### src/rtl/pgwm_pkg.sv
package pgwm_pkg;

   // Comparator flags grouped as one bundle
   typedef struct packed {
      logic tight;   // inside the ±5% band
      logic wide;    // outside the ±10% band
      logic over;    // above +10%
   } pg_fb_t;

   // Time (num/den microseconds) to clock cycles, rounded up
   function automatic int unsigned cyc_from_us(input longint unsigned clk_hz,
                                               input longint unsigned num,
                                               input longint unsigned den);
      longint unsigned q;
      q = (clk_hz * num + den * 64'd1_000_000 - 64'd1) / (den * 64'd1_000_000);
      return 32'(q);
   endfunction

   // Counter width able to hold the value n
   function automatic int unsigned cnt_width(input int unsigned n);
      return (n < 2) ? 1 : $clog2(n + 1);
   endfunction

endpackage

### src/rtl/pgwm_run_timer.sv
// Counts consecutive cycles with run high; pulses expire on the LIMIT-th one.
module pgwm_run_timer #(
   parameter int unsigned LIMIT = 4
) (
   input  logic clk,
   input  logic rst_n,
   input  logic clr,
   input  logic run,
   output logic expire
);
   localparam int unsigned W = pgwm_pkg::cnt_width(LIMIT);

   if (LIMIT == 0) begin : g_bad_limit
      $error("pgwm_run_timer: LIMIT must be at least 1");
   end

   logic [W-1:0] cnt_q;
   logic         hit;

   assign hit    = run && !clr && (cnt_q == W'(LIMIT - 1));
   assign expire = hit;

   always_ff @(posedge clk or negedge rst_n) begin
      if (!rst_n)
         cnt_q <= '0;
      else if (clr || !run || hit)
         cnt_q <= '0;
      else
         cnt_q <= cnt_q + 1'b1;
   end
endmodule

### src/rtl/pgwm_blank_gate.sv
// Start-up blanking: done goes high CYC cycles after clr was last released.
module pgwm_blank_gate #(
   parameter int unsigned CYC = 8
) (
   input  logic clk,
   input  logic rst_n,
   input  logic clr,
   output logic done
);
   localparam int unsigned W = pgwm_pkg::cnt_width(CYC);

   if (CYC == 0) begin : g_none
      logic unused_inputs;
      assign unused_inputs = ^{clk, rst_n, clr};
      assign done = 1'b1;
   end else begin : g_cnt
      logic [W-1:0] cnt_q;
      logic         full;
      assign full = (cnt_q == W'(CYC));
      always_ff @(posedge clk or negedge rst_n) begin
         if (!rst_n)
            cnt_q <= '0;
         else if (clr)
            cnt_q <= '0;
         else if (!full)
            cnt_q <= cnt_q + 1'b1;
      end
      assign done = full;
   end
endmodule

### src/rtl/pgwm_fpwm_ctl.sv
// Forced-PWM request: set on an overvoltage drop, cleared once healthy again.
module pgwm_fpwm_ctl (
   input  logic clk,
   input  logic rst_n,
   input  logic active,
   input  logic drop_evt,
   input  logic over,
   input  logic pg_now,
   input  logic tight,
   output logic req
);
   logic req_q;

   always_ff @(posedge clk or negedge rst_n) begin
      if (!rst_n)
         req_q <= 1'b0;
      else if (!active)
         req_q <= 1'b0;
      else if (drop_evt && over)
         req_q <= 1'b1;
      else if (pg_now && tight)
         req_q <= 1'b0;
   end

   assign req = req_q;
endmodule

### src/rtl/pgood_window_mon.sv
module pgood_window_mon #(
   parameter int unsigned CLK_HZ      = 125_000_000,
   parameter int unsigned RISE_US     = 510,
   parameter int unsigned FALL_US     = 10,
   parameter int unsigned SS_US       = 1200,
   parameter int unsigned BLANK_NUM   = 17,
   parameter int unsigned BLANK_DEN   = 10
) (
   input  logic clk,
   input  logic rst_n,
   input  logic chan_en,
   input  logic fault_off,
   input  logic ss_done,
   input  logic fb_in_tight,
   input  logic fb_out_wide,
   input  logic fb_over_high,
   output logic pgood,
   output logic fpwm_req
);
   import pgwm_pkg::*;

   localparam int unsigned RISE_CYC  = cyc_from_us(CLK_HZ, RISE_US, 1);
   localparam int unsigned FALL_CYC  = cyc_from_us(CLK_HZ, FALL_US, 1);
   localparam int unsigned BLANK_CYC =
      cyc_from_us(CLK_HZ, longint'(SS_US) * BLANK_NUM, BLANK_DEN);

   if (BLANK_DEN == 0) begin : g_bad_den
      $error("pgood_window_mon: BLANK_DEN must be nonzero");
   end
   if (RISE_CYC == 0 || FALL_CYC == 0) begin : g_bad_delay
      $error("pgood_window_mon: delays must be at least one cycle");
   end

   pg_fb_t fb;
   logic   active;
   logic   blank_done;
   logic   rise_run, rise_exp;
   logic   fall_run, fall_exp;
   logic   pg_q;

   assign fb     = '{tight: fb_in_tight, wide: fb_out_wide, over: fb_over_high};
   assign active = chan_en && !fault_off;

   pgwm_blank_gate #(.CYC(BLANK_CYC)) u_blank (
      .clk   (clk),
      .rst_n (rst_n),
      .clr   (!active),
      .done  (blank_done)
   );

   assign rise_run = !pg_q && ss_done && blank_done && fb.tight;
   assign fall_run = pg_q && fb.wide;

   pgwm_run_timer #(.LIMIT(RISE_CYC)) u_rise (
      .clk    (clk),
      .rst_n  (rst_n),
      .clr    (!active),
      .run    (rise_run),
      .expire (rise_exp)
   );

   pgwm_run_timer #(.LIMIT(FALL_CYC)) u_fall (
      .clk    (clk),
      .rst_n  (rst_n),
      .clr    (!active),
      .run    (fall_run),
      .expire (fall_exp)
   );

   always_ff @(posedge clk or negedge rst_n) begin
      if (!rst_n)
         pg_q <= 1'b0;
      else if (!active)
         pg_q <= 1'b0;
      else if (rise_exp)
         pg_q <= 1'b1;
      else if (fall_exp)
         pg_q <= 1'b0;
   end

   pgwm_fpwm_ctl u_fpwm (
      .clk      (clk),
      .rst_n    (rst_n),
      .active   (active),
      .drop_evt (fall_exp),
      .over     (fb.over),
      .pg_now   (pg_q),
      .tight    (fb.tight),
      .req      (fpwm_req)
   );

   assign pgood = pg_q;
endmodule

### config.mk
export PLATFORM = sky130hd
export DESIGN_NAME = pgood_window_mon
export DESIGN_NICKNAME = d
export VERILOG_FILES = /design/src/rtl/pgwm_pkg.sv /design/src/rtl/pgwm_run_timer.sv /design/src/rtl/pgwm_blank_gate.sv /design/src/rtl/pgwm_fpwm_ctl.sv /design/src/rtl/pgood_window_mon.sv
export SDC_FILE = /design/constraint.sdc
export NUM_CORES = 1
export LEC_CHECK = 0
export BUFFER_PORTS_ARGS = -buffer_cell sky130_fd_sc_hd__buf_4
export CORE_UTILIZATION = 60
export DETAILED_ROUTE_END_ITERATION = 16
export PLACE_DENSITY_LB_ADDON = 0.15
export SLEW_MARGIN = 20
export SYNTH_ARGS = -nofsm -noshare
export SYNTH_HDL_FRONTEND = slang
export SYNTH_SLANG_ARGS = --single-unit
### constraint.sdc
create_clock -name clk -period 2.5 [get_ports clk]
set_clock_uncertainty 0.15 [all_clocks]
set_input_delay 0.25 -clock clk [delete_from_list [all_inputs] [get_ports clk]]
set_output_delay 0.25 -clock clk [all_outputs]
set_load 0.005 [all_outputs]
==> impl_metrics.py, run 1 <==
metrics = {
    "floorplan": {
        "ios": 10,
        "die_h_um": 65.8,
        "initial_core_util_pct": 64.8,
        "dieArea_um2": 4330,
        "core_um2": 3770,
        "core.rowCount": 22,
        "die_x_um": 65.8,
    },
    "global_routing": {
        "grt-ovfl-total": 0,
        "grt_max_degree": 48,
        "grt_pass1_wl_um": 8320,
        "grt_use_total_pct": 25.7,
        "first_global_vias": 1836,
        "antenna_found_initial": 0,
    },
    "sta": {
        "slew_headroom_pct": 56.1,
        "grt_setup_unrepaired": "false",
        "fin_crit_sh_pct": 88.5,
        "period_minus_slack_ns": 2.21,
        "tightestPinTransition_ns": 0.653,
        "hold_viol_final": 0,
        "fin_setup_tns_ns": 0,
        "finalSetupViolations": 0,
        "slew_violations": 0,
        "fmax_mhz": 452,
    },
    "cells_and_area": {
        "n_antenna_cell": 0,
        "stdcell_area_um2": 2680,
        "layout.nets": 281,
        "final_common_cell": "dfrtp_1",
        "drive_gt1_share_pct": 10.1,
        "final_cell_mix": "dfrtp_1, nor3_1, nor2_1",
        "area_growth_pct": 9.77,
    },
    "route": {
        "dr.pass1.iters": 4,
        "wl_per_cell_um": 14.9,
        "ant_nets": 0,
        "remaining_drc_errors": 0,
        "drt_iter0_drc": 159,
        "num_vias": 1905,
        "routed_wl_um": 4710,
        "vias_per_cell": 6.03,
    },
    "yosys": {
        "synth_area_um2": 2440,
        "synth_edf_count": 0,
        "yosys.area_share.simple_pct": 30.6,
        "yosysSeqAreaShare_pct": 48.1,
        "ys_warn_count": 0,
        "synth-compound-area-share_pct": 4.66,
        "ys_ff_latch": 47,
        "synthDistinctLibCells": 44,
        "synth_nets": 266,
        "synth_top_family_by_area": "simple AND/OR/NAND/NOR gates",
        "synth_xor_area_share_pct": 11.1,
        "synth_adder_area_share_pct": 3.07,
        "syn_inst": 252,
        "synth.area.mux_share_pct": 0.409,
        "async_reset_ff_share_pct": 100,
        "avgSynthCellArea_um2": 9.70,
        "synth_ff_type": "dfrtp_1",
    },
    "pwr": {
        "powerDensity_nw_per_um2": 484,
        "p_leak_nw": 1.02,
        "peakVddDrop_uv": 286,
    },
    "clocking": {
        "cts_made_buffers": 5,
        "root_buffer": "clkbuf_8",
        "clk_pin_slew_ns": 0.08,
        "cts_tree": "done",
        "post_cts_buffers": 0,
        "cts_max_level": 2,
        "clk_latency_ns": 0.30,
        "cts.sinks": 47,
        "clockBufferDepth": 2,
    },
    "placed_design": {
        "placed_area_um2": 2570,
        "finalWeightedCongestion": 0.913,
        "io_buffers": 9,
        "hpwl_um": 3270,
    },
    "critical_path": {
        "critPathKind": "flip-flop to flip-flop",
        "cp_cell_sequence": "nand4_1 -> nor4_1 -> nand3_2 -> nor3_1",
        "slowest_delay_ns": 0.54,
        "cp_max_fo": 17,
        "worst_setup_path_start_kind": "flip-flop",
        "cp-end-kind": "flip-flop",
        "cp_slowest_cell": "nor4_1",
        "crit_required_ns": 2.56,
        "cp.arrival_ns": 2.28,
    },
    "run_status": {
        "status": "complete, no violations",
    },
    "worst_hold_path": {
        "min_path_type": "input port to flip-flop",
    },
    "run": {
        "maxCapViolations": 0,
    },
}
-- cell usage after synthesis, drive strengths merged (3+ instances only) --
cell type	n	area (um2)
nor3	30	155
nand4	11	75.1
xor2	11	96.3
clkbuf	3	11.3
ha	6	75.1
o21ai	3	15.0
or4	6	48.8
nand2b	3	18.8
nor2	26	97.6
a21oi	6	30.0
nor4	7	43.8
dfrtp	47	1180
nand2	21	78.8
nand3	15	92.6
inv	8	30.0
xnor2	20	175
-- routing by layer --
layer	global-route usage (%)	share of wire, %	vias up
met5	0	0	-
met4	10.1	1.7	0
met3	5.86	3.7	7
met2	41.5	47	33
met1	33.4	48	933
li1	-	-	932
-- where the power goes --
part           internal [W]  switching [W]  leakage [nW]   total, W
Combinational     0.0000140      0.0000271         0.316  0.0000411
Sequential         0.000761     0.00000201         0.656   0.000763
Clock              0.000252       0.000243        0.0515   0.000496
-- worst paths after layout --
kind / start / endpoint / slack [ns] / cells past startpoint
min in group asynchronous: rst_n / u_rise.cnt_q[11] / 0.33 / 2
min: fb_over_high / u_fpwm.req / 0.03 / 2
max reg2reg: u_blank.g_cnt.cnt_q[13] / u_rise.cnt_q[11] / 0.29 / 4
max in group asynchronous: rst_n / u_blank.g_cnt.cnt_q[9] / 1.48 / 2
max: u_blank.g_cnt.cnt_q[13] / u_rise.cnt_q[11] / 0.29 / 4
min reg2reg: u_rise.cnt_q[0] / u_rise.cnt_q[0] / 0.38 / 1
-- stage by stage --
| step | worst slack, ns | total power, W | util (%) | hold slack, ns | instances |
|---|---|---|---|---|---|
| after floorplan | 0.703 | 0.000790 | - | -0.196 | 252 |
| after global placement | 0.445 | 0.000818 | 68.2 | 0.137 | 307 |
| after detailed placement | 0.383 | 0.000820 | 68.2 | 0.142 | 307 |
| after CTS | 0.336 | 0.00131 | 71.2 | 0.0221 | 316 |
| after global routing | 0.0239 | 0.00136 | 71.2 | 0.0367 | 316 |
| final | 0.289 | 0.00130 | 71.2 | 0.0290 | 316 |
-- final cells by class --
| type | instances | area (um2) |
|---|---|---|
| multi-input combinational | 192 | 1220 |
| sequential | 47 | 1180 |
| fill | 298 | 1090 |
| clock buffer | 8 | 100 |
| timing repair buffer | 13 | 100 |
| tap | 48 | 60.1 |
| inverter | 8 | 30.0 |
-- sequential cells by signal, summed over array words and instances (netlist names) --
name                 count
u_rise.cnt_q            16
u_blank.g_cnt.cnt_q     18
u_fpwm.req               1
u_fall.cnt_q            11
pgood                    1
-- repair_timing --
action	in CTS	in global routing
hold endpoints to repair	47	0
setup endpoints to repair	0	0
hold buffers	1	0
resized for setup	0	0
-- critical path: cells and delay by family (launching register included) --
kind             cells  cell delay, ns
AND/OR/NAND/NOR      4            1.52
flip-flops           1            0.45
-- logic make-up (layout without fill, tap and decap cells) --
logic type | Yosys count | after routing
XOR/XNOR | 31 | 31
adder cells (fa/ha/maj) | 6 | 6
flip-flops | 47 | 47
AND/OR/NAND/NOR | 136 | 136
multiplexers | 1 | 1
AO/OA/AOI/OAI | 18 | 18
buffers and inverters | 13 | 29
Note: power is estimated with default switching activity, not from simulation.
==> run 2, diff against run 1 <==
--- a/config.mk
+++ b/config.mk
@@ -5,6 +5,7 @@
 export SDC_FILE = /design/constraint.sdc
 export NUM_CORES = 1
 export LEC_CHECK = 0
+export ABC_AREA = 0
 export BUFFER_PORTS_ARGS = -buffer_cell sky130_fd_sc_hd__buf_4
 export CORE_UTILIZATION = 60
 export DETAILED_ROUTE_END_ITERATION = 16
@@ -12,4 +13,6 @@
 export SLEW_MARGIN = 20
 export SYNTH_ARGS = -nofsm -noshare
 export SYNTH_HDL_FRONTEND = slang
+export SYNTH_HIERARCHICAL = 1
 export SYNTH_SLANG_ARGS = --single-unit
+export TNS_END_PERCENT = 30
==> impl_metrics.py, run 2 <==
metrics = {
    "run_status": {
        "status": "complete, no violations",
    },
    "cells_and_area": {
        "largest_reg_flops": 18,
        "area_growth_pct": 8.21,
        "drive_gt1_share_pct": 14.5,
        "layout.nets": 275,
        "fin_util_pct": 68.4,
        "multiInputGateArea_um2": 1310,
        "regArea_um2": 1180,
        "max_flop_register": "u_blank/g_cnt.cnt_q",
        "n_fill_cell": 325,
        "reg_top3": "u_blank/g_cnt.cnt_q (18), u_rise/cnt_q (16), u_fall/cnt_q (11)",
        "final_cell_mix": "dfrtp_1, nor2_1, xnor2_1",
        "stdcell_area_um2": 2750,
        "n_antenna_cell": 0,
        "final_common_cell": "dfrtp_1",
    },
    "sta": {
        "fmax_mhz": 440,
        "setup_slack_ns": 0.227,
        "slew_headroom_pct": 61.5,
        "fin_crit_sh_pct": 90.9,
        "tightestPinTransition_ns": 0.577,
        "fin_setup_tns_ns": 0,
        "period_minus_slack_ns": 2.27,
        "finalSetupViolations": 0,
        "slew_violations": 0,
        "grt_setup_unrepaired": "false",
        "hold_viol_final": 0,
    },
    "yosys": {
        "synth_top_cell_area_share_pct": 46.2,
        "yosys.area_share.simple_pct": 32.4,
        "synthDistinctLibCells": 52,
        "yosysSeqAreaShare_pct": 46.2,
        "ys_ff_latch": 47,
        "ys_warn_count": 6,
        "synth_ff_type": "dfrtp_1",
        "synth_area_um2": 2540,
        "synth_nets": 262,
        "yosysMostFrequentCell": "dfrtp_1",
        "syn_inst": 248,
        "avgSynthCellArea_um2": 10.3,
        "synth.area.mux_share_pct": 1.87,
        "synth_edf_count": 0,
        "yosys.area.top_type": "dfrtp_1",
        "synthTopCellsByCount": "dfrtp_1, nor2_1, xnor2_1",
        "synth_xor_area_share_pct": 9.98,
        "synth-compound-area-share_pct": 4.28,
        "async_reset_ff_share_pct": 100,
        "synth_adder_area_share_pct": 2.95,
        "synth_top_family_by_area": "simple AND/OR/NAND/NOR gates",
        "yosys-top-cells-area": "dfrtp_1, xnor2_1, nor2_1",
    },
    "critical_path": {
        "cp.depth": 6,
        "cp-end-kind": "flip-flop",
        "slowest_delay_ns": 0.53,
        "cp_cell_sequence": "nand4_1 -> or4_1 -> nor4b_2 -> and4b_1 -> nand3b_4 -> nor2_1",
        "worst_setup_path_start_kind": "flip-flop",
        "crit_family": "simple AND/OR/NAND/NOR gates",
        "crit_required_ns": 2.59,
        "cp.arrival_ns": 2.36,
        "cp_slowest_cell": "or4_1",
        "r2r_cells": 6,
        "cp_max_fo": 16,
        "critPathKind": "flip-flop to flip-flop",
        "cp_num_buf_inv": 0,
    },
    "floorplan": {
        "initial_core_util_pct": 63.2,
        "core_um2": 4030,
        "die_x_um": 67.1,
        "ios": 10,
        "dieArea_um2": 4510,
        "core.rowCount": 23,
        "die_h_um": 67.1,
    },
    "clocking": {
        "clockBufferDepth": 2,
        "clk_latency_ns": 0.31,
        "cts_tree": "done",
        "cts_max_level": 2,
        "clk_pin_slew_ns": 0.10,
        "cts.sinks": 47,
        "post_cts_buffers": 0,
        "cts_made_buffers": 5,
        "root_buffer": "clkbuf_8",
    },
    "run": {
        "maxCapViolations": 0,
    },
    "pwr": {
        "p_leak_nw": 1.06,
        "peakVddDrop_uv": 333,
        "powerDensity_nw_per_um2": 465,
    },
    "route": {
        "num_vias": 1815,
        "wl_per_cell_um": 15.3,
        "dr.pass1.iters": 4,
        "routed_wl_um": 4770,
        "remaining_drc_errors": 0,
        "drt_iter0_drc": 188,
        "ant_nets": 0,
        "vias_per_cell": 5.82,
    },
    "placed_design": {
        "io_buffers": 9,
        "placed_area_um2": 2650,
        "hpwl_um": 3350,
        "pre_cts_ws_ns": 0.209,
        "finalWeightedCongestion": 0.819,
    },
    "global_routing": {
        "grt-ovfl-total": 0,
        "antenna_found_initial": 0,
        "grt_max_degree": 48,
        "grt_use_total_pct": 24.0,
        "grt_pass1_wl_um": 7890,
        "first_global_vias": 1647,
    },
    "worst_hold_path": {
        "min_path_type": "input port to flip-flop",
        "hold_depth": 3,
    },
}
==> run 2: cell families (layout without fill, tap and decap cells) <==
kind of cell,after synthesis,after routing
flip-flops,47,47
adder cells (fa/ha/maj),6,6
AND/OR/NAND/NOR,132,132
AO/OA/AOI/OAI,18,18
XOR/XNOR,29,29
multiplexers,4,4
buffers and inverters,12,26
==> run 2: power breakdown <==
group	total [W]	switching [W]	leakage [nW]	internal (W)
Clock	0.000474	0.000274	0.0408	0.000200
Sequential	0.000763	0.00000247	0.656	0.000761
Combinational	0.0000434	0.0000275	0.365	0.0000159
Total	0.00128	0.000304	1.06	0.000977
==> run 2: final timing paths <==
kind	slack [ns]	from	end
max	0.23	u_blank/g_cnt.cnt_q[13]	u_rise/cnt_q[12]
min in group asynchronous	0.32	rst_n	u_blank/g_cnt.cnt_q[1]
max reg2reg	0.23	u_blank/g_cnt.cnt_q[13]	u_rise/cnt_q[12]
min	0.05	fault_off	pgood
max in group asynchronous	1.48	rst_n	u_blank/g_cnt.cnt_q[5]
min reg2reg	0.37	u_rise/cnt_q[0]	u_rise/cnt_q[0]
==> run 2: worst min-delay path, cell delays in order <==
cell and delay (ns):
buf_4 0.09, nor2b_4 0.04, o21a_1 0.09
==> run 2: layer usage <==
metal  wire, um  vias up  part of all wire (%)  track usage, %
met5          0        -                     0               0
met4         37        0                  0.78            7.98
met3        209        4                   4.4            5.82
met2       2270       38                    48            35.5
met1       2260      867                    47            34.4
li1           -      906                     -               -
==> run 2: cell type report <==
cell class / instances / share of cell area, %
Tap cell: 50 / 2.27
Multi-Input combinational cell: 189 / 47.6
Inverter: 7 / 0.954
Timing Repair Buffer: 11 / 3.09
Clock inverter: 3 / 0.863
Sequential cell: 47 / 42.7
Clock buffer: 5 / 2.50
==> run 2: stage by stage <==
stage	power (W)	hold WS [ns]	std cells
after floorplan	0.000793	-0.196	248
after global placement	0.000821	0.141	303
after detailed placement	0.000822	0.139	303
after CTS	0.00130	0.0368	312
after global routing	0.00133	0.0500	312
final	0.00128	0.0464	312
==> run 2: what timing repair did <==
| action | in CTS | in global routing |
|---|---|---|
| hold buffers | 1 | 0 |
| resized for setup | 0 | 0 |
| hold endpoints to repair | 47 | 0 |
==> run 3, diff against run 2 <==
--- a/config.mk
+++ b/config.mk
@@ -7,7 +7,9 @@
 export LEC_CHECK = 0
 export ABC_AREA = 0
 export BUFFER_PORTS_ARGS = -buffer_cell sky130_fd_sc_hd__buf_4
-export CORE_UTILIZATION = 60
+export CELL_PAD_IN_SITES_DETAIL_PLACEMENT = 1
+export CELL_PAD_IN_SITES_GLOBAL_PLACEMENT = 1
+export CORE_UTILIZATION = 49
 export DETAILED_ROUTE_END_ITERATION = 16
 export PLACE_DENSITY_LB_ADDON = 0.15
 export SLEW_MARGIN = 20
==> impl_metrics.py, run 3 (same netlist as run 2, synthesis figures left out) <==
metrics = {
    "run_status": {
        "status": "complete, no violations",
    },
    "clocking": {
        "cts_max_level": 2,
        "clockBufferDepth": 2,
        "cts.sinks": 47,
        "cts_tree": "done",
        "cts_resized": 0,
        "root_buffer": "clkbuf_8",
        "cts_made_buffers": 5,
        "clk_latency_ns": 0.30,
        "clk_pin_slew_ns": 0.08,
    },
    "floorplan": {
        "die_h_um": 74.1,
        "core_um2": 4850,
        "ios": 10,
        "initial_core_util_pct": 52.5,
        "dieArea_um2": 5490,
        "die_x_um": 74.1,
        "core.rowCount": 25,
    },
    "pwr": {
        "p_leak_nw": 1.08,
        "peakVddDrop_uv": 212,
        "finalPower_w": 0.00131,
        "p_int_w": 0.00103,
        "p_sw_w": 0.000280,
        "powerDensity_nw_per_um2": 469,
        "combPwrFrac_pct": 3.4,
        "pwr-share-clk_pct": 38.3,
        "swShare_pct": 21.4,
        "seq_power_share_pct": 58.3,
    },
    "cells_and_area": {
        "final_common_cell": "dfrtp_1",
        "reg_top3": "u_blank/g_cnt.cnt_q (18), u_rise/cnt_q (16), u_fall/cnt_q (11)",
        "largest_reg_flops": 18,
        "final_cell_mix": "dfrtp_1, nor2_1, xnor2_1",
        "n_antenna_cell": 0,
        "layout.nets": 276,
        "area_growth_pct": 9.64,
        "regArea_um2": 1180,
        "drive_gt1_share_pct": 14.4,
        "n_fill_cell": 551,
        "stdcell_area_um2": 2790,
        "max_flop_register": "u_blank/g_cnt.cnt_q",
        "multiInputGateArea_um2": 1310,
    },
    "sta": {
        "hold_viol_final": 0,
        "slew_violations": 0,
        "fin_setup_tns_ns": 0,
        "fin_crit_sh_pct": 90.4,
        "fin_hold_ws_ns": 0.0626,
        "grt_setup_unrepaired": "false",
        "tightestPinTransition_ns": 0.611,
        "period_minus_slack_ns": 2.26,
        "finalSetupViolations": 0,
        "fmax_mhz": 443,
        "slew_headroom_pct": 59.3,
    },
    "run": {
        "maxCapViolations": 0,
    },
    "placed_design": {
        "io_buffers": 9,
        "finalWeightedCongestion": 0.762,
        "placed_area_um2": 2670,
        "hpwl_um": 3720,
    },
    "global_routing": {
        "antenna_found_initial": 0,
        "grt_max_degree": 48,
        "grt-ovfl-total": 0,
        "first_global_vias": 1923,
        "grt_pass1_wl_um": 9190,
        "grt_use_total_pct": 22.6,
    },
    "critical_path": {
        "cp.arrival_ns": 2.33,
        "critPathKind": "flip-flop to flip-flop",
        "crit_required_ns": 2.58,
        "cp-end-kind": "flip-flop",
        "worst_setup_path_start_kind": "flip-flop",
        "cp_max_fo": 16,
    },
    "route": {
        "drt_iter0_drc": 84,
        "dr.pass1.iters": 4,
        "num_vias": 1858,
        "remaining_drc_errors": 0,
        "ant_nets": 0,
        "vias_per_cell": 5.63,
        "routed_wl_um": 5470,
        "wl_per_cell_um": 16.6,
    },
    "worst_hold_path": {
        "min_path_type": "input port to flip-flop",
    },
}
==> run 3: timing repair <==
| action | 4_1_cts | 5_1_grt |
|---|---|---|
| hold buffers | 1 | 0 |
| setup endpoints to repair | 0 | 2 |
| hold endpoints to repair | 47 | 0 |
| buffers inserted | 0 | 1 |
==> run 3: final timing paths <==
kind | end | cells past startpoint | startpoint | slack, ns
setup reg to reg | u_rise/cnt_q[5] | 6 | u_blank/g_cnt.cnt_q[13] | 0.24
hold reg to reg | u_rise/cnt_q[0] | 1 | u_rise/cnt_q[0] | 0.36
hold / removal | pgood | 3 | fault_off | 0.06
max in group asynchronous | u_rise/cnt_q[2] | 2 | rst_n | 1.42
min in group asynchronous | u_blank/g_cnt.cnt_q[1] | 2 | rst_n | 0.36
setup / recovery | u_rise/cnt_q[5] | 6 | u_blank/g_cnt.cnt_q[13] | 0.24
==> run 3: power groups by stage <==
stage,clock network [W],registers (W),logic (W)
2_1_floorplan,0,0.000778,0.0000146
3_3_place_gp,0,0.000779,0.0000431
3_5_place_dp,0,0.000779,0.0000443
4_1_cts,0.000529,0.000764,0.0000455
5_1_grt,0.000553,0.000764,0.0000509
6_report,0.000501,0.000763,0.0000442
==> run 3: cell type report <==
| type | count | share of cell area [%] |
|---|---|---|
| Clock buffer | 8 | 3.59 |
| Inverter | 7 | 0.942 |
| Multi-Input combinational cell | 189 | 47.0 |
| Sequential cell | 47 | 42.2 |
| Tap cell | 67 | 3.00 |
| Timing Repair Buffer | 12 | 3.32 |
==> run 3: worst max-delay path, stage by stage (launching register included) <==
cell and delay (ns):
dfrtp_1 0.42, nand4_1 0.14, or4_1 0.50, nor4b_2 0.28, and4b_1 0.30, nand3b_4 0.20, nor2_1 0.18
==> run 3: layer usage <==
| metal | GRT usage (%) | share of wire, % | vias to the layer above |
|---|---|---|---|
| met5 | 0 | 0 | - |
| met1 | 30.4 | 49 | 930 |
| li1 | - | - | 901 |
| met2 | 36.6 | 48 | 18 |
| met4 | 8.97 | 1.6 | 0 |
| met3 | 3.52 | 2.2 | 9 |
==> run 3: through the flow <==
| stage | setup slack, ns | utilization, % | std cells |
|---|---|---|---|
| floorplan | 0.371 | - | 248 |
| global placement | 0.286 | 55.1 | 320 |
| detailed placement | 0.120 | 55.1 | 320 |
| CTS | 0.105 | 57.4 | 329 |
| global route | 0.112 | 57.5 | 330 |
| finish | 0.241 | 57.5 | 330 |
